## src/rtl/pwr_seq_pkg.sv

```systemverilog
package pwr_seq_pkg;

  typedef enum logic [2:0] {
    ST_RUN      = 3'd0,
    ST_IDLE     = 3'd1,
    ST_IDLE_RST = 3'd2,
    ST_PD_OFF   = 3'd3,
    ST_PD_WAKE  = 3'd4,
    ST_PD_RST   = 3'd5
  } pwr_state_e;

  typedef enum logic [1:0] {
    PS_CORE  = 2'd0,
    PS_DATA  = 2'd1,
    PS_FLOAT = 2'd2,
    PS_ADDR  = 2'd3
  } port_sel_e;

  function automatic logic in_pd(input pwr_state_e s);
    return (s == ST_PD_OFF) || (s == ST_PD_WAKE) || (s == ST_PD_RST);
  endfunction

  function automatic logic core_runs(input pwr_state_e s);
    return (s == ST_RUN) || (s == ST_IDLE_RST);
  endfunction

  function automatic port_sel_e p0_sel_f(input pwr_state_e s, input logic ext);
    if (core_runs(s)) return PS_CORE;
    return ext ? PS_FLOAT : PS_DATA;
  endfunction

  function automatic port_sel_e p2_sel_f(input pwr_state_e s, input logic ext);
    if (core_runs(s)) return PS_CORE;
    if (s == ST_IDLE && ext) return PS_ADDR;
    return PS_DATA;
  endfunction

  function automatic port_sel_e p13_sel_f(input pwr_state_e s);
    return core_runs(s) ? PS_CORE : PS_DATA;
  endfunction

endpackage

```

## src/rtl/pwr_rst_qual.sv

```systemverilog
module pwr_rst_qual #(
  parameter int LIM_CLKS = 24
) (
  input  logic clk,
  input  logic por_n,
  input  logic rst_pin,
  input  logic osc_run,
  output logic rst_seen
);
  localparam int CW = $clog2(LIM_CLKS + 1);

  logic [CW-1:0] cnt_q;
  logic          seen_q;

  always_ff @(posedge clk or negedge por_n) begin
    if (!por_n) begin
      cnt_q  <= '0;
      seen_q <= 1'b0;
    end else if (!rst_pin) begin
      cnt_q  <= '0;
      seen_q <= 1'b0;
    end else if (osc_run && !seen_q) begin
      if (cnt_q == CW'(LIM_CLKS - 1)) seen_q <= 1'b1;
      else                            cnt_q  <= cnt_q + 1'b1;
    end
  end

  assign rst_seen = seen_q;

  // recognition only ever happens while the pin is held
  a_r1_seen_needs_pin: assert property (@(posedge clk) disable iff (!por_n)
    $rose(rst_seen) |-> $past(rst_pin) && $past(osc_run));
  // qualification counter never runs past its limit
  a_r1_cnt_bound: assert property (@(posedge clk) disable iff (!por_n)
    cnt_q <= CW'(LIM_CLKS - 1));
endmodule

```

## src/rtl/pwr_osc_stab.sv

```systemverilog
module pwr_osc_stab #(
  parameter int STAB_CYCLES = 16
) (
  input  logic clk,
  input  logic por_n,
  input  logic osc_en,
  input  logic osc_stable,
  output logic stab_done
);
  localparam int CW = $clog2(STAB_CYCLES + 1);

  logic [CW-1:0] cnt_q;
  logic          done_q;

  always_ff @(posedge clk or negedge por_n) begin
    if (!por_n) begin
      cnt_q  <= '0;
      done_q <= 1'b0;
    end else if (!osc_en) begin
      cnt_q  <= '0;
      done_q <= 1'b0;
    end else if (osc_stable && !done_q) begin
      if (cnt_q == CW'(STAB_CYCLES - 1)) done_q <= 1'b1;
      else                               cnt_q  <= cnt_q + 1'b1;
    end
  end

  assign stab_done = done_q;

  // stability is only declared on a running, enabled oscillator
  a_r7_done_needs_osc: assert property (@(posedge clk) disable iff (!por_n)
    $rose(stab_done) |-> $past(osc_en) && $past(osc_stable));
endmodule

```

## src/rtl/pwr_wake_detect.sv

```systemverilog
module pwr_wake_detect #(
  parameter int NUM_XINT = 2
) (
  input  logic [NUM_XINT-1:0] xint_n,
  input  logic [NUM_XINT-1:0] xint_en,
  input  logic [NUM_XINT-1:0] xint_edge,
  output logic                wake_lvl
);
  logic [NUM_XINT-1:0] hit;

  for (genvar i = 0; i < NUM_XINT; i++) begin : g_line
    assign hit[i] = xint_en[i] & ~xint_edge[i] & ~xint_n[i];
  end

  assign wake_lvl = |hit;
endmodule

```

## src/rtl/pwr_seq_ctrl.sv

```systemverilog
module pwr_seq_ctrl
  import pwr_seq_pkg::*;
#(
  parameter int CLKS_PER_MC = 12,
  parameter int RST_MC      = 2,
  parameter int STAB_CYCLES = 16,
  parameter int NUM_XINT    = 2
) (
  input  logic                clk,
  input  logic                por_n,
  input  logic                rst_pin,
  input  logic                osc_stable,
  input  logic                pcon_wr,
  input  logic                pcon_idle,
  input  logic                pcon_pd,
  input  logic                instr_done,
  input  logic                irq_pending,
  input  logic [NUM_XINT-1:0] xint_n,
  input  logic [NUM_XINT-1:0] xint_en,
  input  logic [NUM_XINT-1:0] xint_edge,
  input  logic                ext_code,
  input  logic                pca_idle_stop,
  output logic                cpu_clk_en,
  output logic                periph_clk_en,
  output logic                pca_clk_en,
  output logic                osc_en,
  output logic                ram_wr_block,
  output logic                core_reset,
  output logic [1:0]          p0_sel,
  output logic [1:0]          p2_sel,
  output logic [1:0]          p13_sel
);
  localparam int RST_CLKS = RST_MC * CLKS_PER_MC;

  pwr_state_e state_q, state_d;
  logic       req_q, req_pd_q;
  logic       rst_seen, stab_done, wake_lvl, osc_run;

  // named internal events
  assign osc_en  = (state_q != ST_PD_OFF);
  assign osc_run = osc_en && osc_stable;

  pwr_rst_qual #(.LIM_CLKS(RST_CLKS)) u_rst_qual (
    .clk      (clk),
    .por_n    (por_n),
    .rst_pin  (rst_pin),
    .osc_run  (osc_run),
    .rst_seen (rst_seen)
  );

  pwr_osc_stab #(.STAB_CYCLES(STAB_CYCLES)) u_osc_stab (
    .clk        (clk),
    .por_n      (por_n),
    .osc_en     (osc_en),
    .osc_stable (osc_stable),
    .stab_done  (stab_done)
  );

  pwr_wake_detect #(.NUM_XINT(NUM_XINT)) u_wake (
    .xint_n    (xint_n),
    .xint_en   (xint_en),
    .xint_edge (xint_edge),
    .wake_lvl  (wake_lvl)
  );

  always_comb begin
    state_d = state_q;
    unique case (state_q)
      ST_RUN: begin
        if (!rst_seen && req_q && instr_done)
          state_d = req_pd_q ? ST_PD_OFF : ST_IDLE;
      end
      ST_IDLE: begin
        if (rst_pin)          state_d = ST_IDLE_RST;
        else if (irq_pending) state_d = ST_RUN;
      end
      ST_IDLE_RST: begin
        if (rst_seen || !rst_pin) state_d = ST_RUN;
      end
      ST_PD_OFF: begin
        if (rst_pin)       state_d = ST_PD_RST;
        else if (wake_lvl) state_d = ST_PD_WAKE;
      end
      ST_PD_WAKE: begin
        if (rst_pin)                     state_d = ST_PD_RST;
        else if (stab_done && !wake_lvl) state_d = ST_RUN;
      end
      ST_PD_RST: begin
        if (!rst_pin)                    state_d = ST_PD_OFF;
        else if (rst_seen && stab_done)  state_d = ST_RUN;
      end
      default: state_d = ST_RUN;
    endcase
  end

  always_ff @(posedge clk or negedge por_n) begin
    if (!por_n) begin
      state_q  <= ST_RUN;
      req_q    <= 1'b0;
      req_pd_q <= 1'b0;
    end else begin
      state_q <= state_d;
      if (rst_seen) begin
        req_q <= 1'b0;
      end else if (pcon_wr && (pcon_idle || pcon_pd)) begin
        req_q    <= 1'b1;
        req_pd_q <= pcon_pd;
      end else if (state_q == ST_RUN && state_d != ST_RUN) begin
        req_q <= 1'b0;
      end
    end
  end

  assign cpu_clk_en    = core_runs(state_q);
  assign periph_clk_en = !in_pd(state_q);
  assign pca_clk_en    = core_runs(state_q) || (state_q == ST_IDLE && !pca_idle_stop);
  assign ram_wr_block  = (state_q == ST_IDLE_RST);
  assign core_reset    = rst_seen;
  assign p0_sel        = p0_sel_f(state_q, ext_code);
  assign p2_sel        = p2_sel_f(state_q, ext_code);
  assign p13_sel       = p13_sel_f(state_q);

  // leaving the wake state needs a stable oscillator and a released line
  a_r7_wake_exit: assert property (@(posedge clk) disable iff (!por_n)
    (state_q == ST_RUN && $past(state_q) == ST_PD_WAKE) |-> $past(stab_done) && !$past(wake_lvl));
  // without reset or a level wake, power-down holds
  a_r6_pd_holds: assert property (@(posedge clk) disable iff (!por_n)
    (state_q == ST_PD_OFF && !rst_pin && !wake_lvl) |=> state_q == ST_PD_OFF);
  // the RAM inhibit window only opens from idle on the reset pin
  a_r9_block_from_idle: assert property (@(posedge clk) disable iff (!por_n)
    $rose(ram_wr_block) |-> $past(state_q == ST_IDLE) && $past(rst_pin));
  // an interrupt in idle resumes the core without reset
  a_r4_idle_irq_exit: assert property (@(posedge clk) disable iff (!por_n)
    (state_q == ST_IDLE && irq_pending && !rst_pin) |=> cpu_clk_en && !core_reset);
endmodule

```

## config.mk

```make
export PLATFORM = sky130hd
export DESIGN_NAME = pwr_seq_ctrl
export DESIGN_NICKNAME = d
export VERILOG_FILES = /design/src/rtl/pwr_seq_pkg.sv /design/src/rtl/pwr_rst_qual.sv /design/src/rtl/pwr_osc_stab.sv /design/src/rtl/pwr_wake_detect.sv /design/src/rtl/pwr_seq_ctrl.sv
export SDC_FILE = /design/constraint.sdc
export NUM_CORES = 1
export LEC_CHECK = 0
export CAP_MARGIN = 20
export CORE_ASPECT_RATIO = 0.9
export CORE_MARGIN = 2
export CORE_UTILIZATION = 45
export CTS_CLUSTER_SIZE = 10
export DETAILED_ROUTE_END_ITERATION = 10
export DONT_BUFFER_PORTS = 1
export PLACE_DENSITY_LB_ADDON = 0.08
export SETUP_SLACK_MARGIN = 0.2
export SLEW_MARGIN = 0
export SYNTH_ARGS = -nofsm -noshare
export SYNTH_HDL_FRONTEND = slang
export SYNTH_SLANG_ARGS = --single-unit
```

## constraint.sdc

```tcl
create_clock -name clk -period 2.78 [get_ports clk]
set_clock_uncertainty 0.2 [all_clocks]
set_input_delay 0.139 -clock clk [delete_from_list [all_inputs] [get_ports clk]]
set_output_delay 0.139 -clock clk [all_outputs]
set_load 0.03 [all_outputs]
```

==> results.cfg <==
[status]
outcome = completed

[drt]
routed-via-count = 872
wire_per_inst_microns = 15.0
first_pass_iters = 4
initialDrtViolationCount = 6
wl_mm = 2.26
ant_nets = 0
drc_errors = 0
vias_per_cell = 5.81

[synth]
async_reset_ff_share_pct = 100
synthDistinctLibCells = 45
seq_area_frac_synth_pct = 41.0
synth_edf_count = 0
syn_area_per_cell_sq_um = 9.10
synth_seq_cells = 17
syn_nets = 134
synth_ff_type = dfrtp_1
synthesis.area_sq_um = 1040
ys.warnings.count = 0
syn-instance-count = 114

[critical_path]
crit_fanout = 15
start_kind = flip-flop
cp.required_ps = 2810
cp-end-kind = flip-flop
crit_type = reg2reg
crit_arrival_ps = 2320

[global_route]
grt_pass1_vias = 828
grt_overflow = 0
grt_max_degree = 18
grt_first_pass_wirelength_mm = 3.80
grt_antenna_before_repair = 0
grtUsageTotal_pct = 19.5

[clock_tree]
h-tree-depth = 1
path_clk_slew_ps = 100
cts_setup_buffers = 0
cts.path.max_buffers = 2
cts_tree = yes
cts.sinks = 17
cts_root_buf = clkbuf_4
numCtsBuffers = 3
clock_latency_ps = 290

[power_and_ir_drop]
ir_drop_v = 0.000495
power_leakage_nw = 0.511
power.density_nw_per_um2 = 857

[timing]
worst_pin_slew_ps = 772
layout_setup_ws_ps = 489
max-slew-margin-rel_pct = 48.3
fmax_mhz = 436
drv_slew = 0
setup_violations = 0
period_share_pct = 82.4
tns_ps = 0
post-route-min-period_ps = 2290
rsz0062_at_grt = false
hold_violations = 0

[floorplan]
row_count = 16
num_io_pins = 29
core_area_sq_um = 2180
die_w_microns = 54.6
start_util_pct = 47.5
fp.dieH_microns = 49.5
die_area_sq_um = 2710

[placed_design]
place_ws_ps = 599
hpwl_mm = 1.55
place.port_buffers = 0
gp_congestion = 0.758

[finish]
num_antenna_cells = 0
nFillCells = 206
final_common_cell = dfrtp_1
drive_gt1_share_pct = 8.94
regArea_sq_um = 425
syn2layout_area_growth_pct = 13.9
final_cell_mix = dfrtp_1 (17), nor2_1 (10), nand2_1 (9), dlygate4sd3_1 (9), a21oi_1 (6)
multiInputGateArea_sq_um = 567
fin_nets = 144

[job]
max_cap_viol_count = 0

[min_path]
hold_path.class = in2reg
area by class of cell:
type,count,share of cell area (%)
multi-input combinational,86,48.0
sequential,17,36.0
timing repair buffer,12,9.53
tap,27,2.86
clock buffer,3,1.91
inverter,4,1.27
clock inverter,1,0.424
worst paths after layout:
| path | depth (start not counted) | startpoint | slack (ps) | to |
|---|---|---|---|---|
| min in group asynchronous | 1 | por_n | 150 | u_osc_stab.cnt_q[3] |
| max in group asynchronous | 1 | por_n | 1740 | state_q[1] |
| min reg2reg | 2 | u_osc_stab.cnt_q[1] | 360 | u_osc_stab.cnt_q[1] |
| max reg2reg | 4 | state_q[0] | 490 | u_rst_qual.cnt_q[0] |
| min | 3 | xint_n[1] | 10 | state_q[2] |
| max | 4 | state_q[0] | 490 | u_rst_qual.cnt_q[0] |
synthesized netlist by cell type, drive strengths merged, types with 3 or more instances:
master  number  share of area [%]
a21oi        6                2.9
nand2        9                3.3
or3b         4                3.4
nor3b        3                2.2
and2         3                1.8
o21ai        3                1.4
inv          4                1.4
nor2        10                3.6
dfrtp       17                 41
nand3        5                2.4
ha           3                3.6
clkbuf       5                1.9
nand2b       4                2.4
registers in the layout (all words and copies together), names as in the netlist:
signal and cells:
u_osc_stab.cnt_q 5, req_pd_q 1, u_rst_qual.rst_seen 1, req_q 1, u_osc_stab.stab_done 1, u_rst_qual.cnt_q 5, state_q 3
critical path, cell delays in order (launching register included):
cell and delay [ps]:
dfrtp_1 500, and3b_1 410, nor3_2 350, mux2i_1 220
dlygate4sd3_1 560
timing repair:
action,CTS,global route
resized for setup,0,1
setup endpoints to repair,0,1
hold endpoints to repair,31,0
hold buffers,9,0
routing by layer:
layer  vias to the layer above  GRT usage (%)  part of all wire, %
li1                        427              -                    -
met1                       427           26.4                   47
met2                        16           29.8                   48
met3                         2           6.97                  5.0
met4                         0           3.75                 0.53
met5                         -              0                    0
stage by stage:
step	std cells	cell area [sq um]	utilization [%]	power [mW]	hold slack, ps
finish	150	1180	54.1	1.01	14.8
global route	150	1180	54.1	1.09	38.6
CTS	150	1180	53.9	1.01	8.93
detailed placement	137	1060	48.5	0.856	-356
global placement	137	1060	48.5	0.851	-356
floorplan	114	1040	-	0.785	-357
cells by family after synthesis:
kind of cell               share of synthesized area (%)
DFF                                                 41.0
xor gates and xnor gates                            1.69
adders and majority gates                           3.62
AOI/OAI and AO/OA                                   16.2
and+or+nand+nor                                     30.4
other                                              0.362
muxes                                               1.93
buffers and inverters                               4.82
report_power, final:
group          internal, mW  switching [mW]
sequential            0.317          0.0871
clock                0.0535          0.0790
combinational         0.178           0.297
total                 0.548           0.463
No activity file was read; power rests on OpenSTA's default activity.
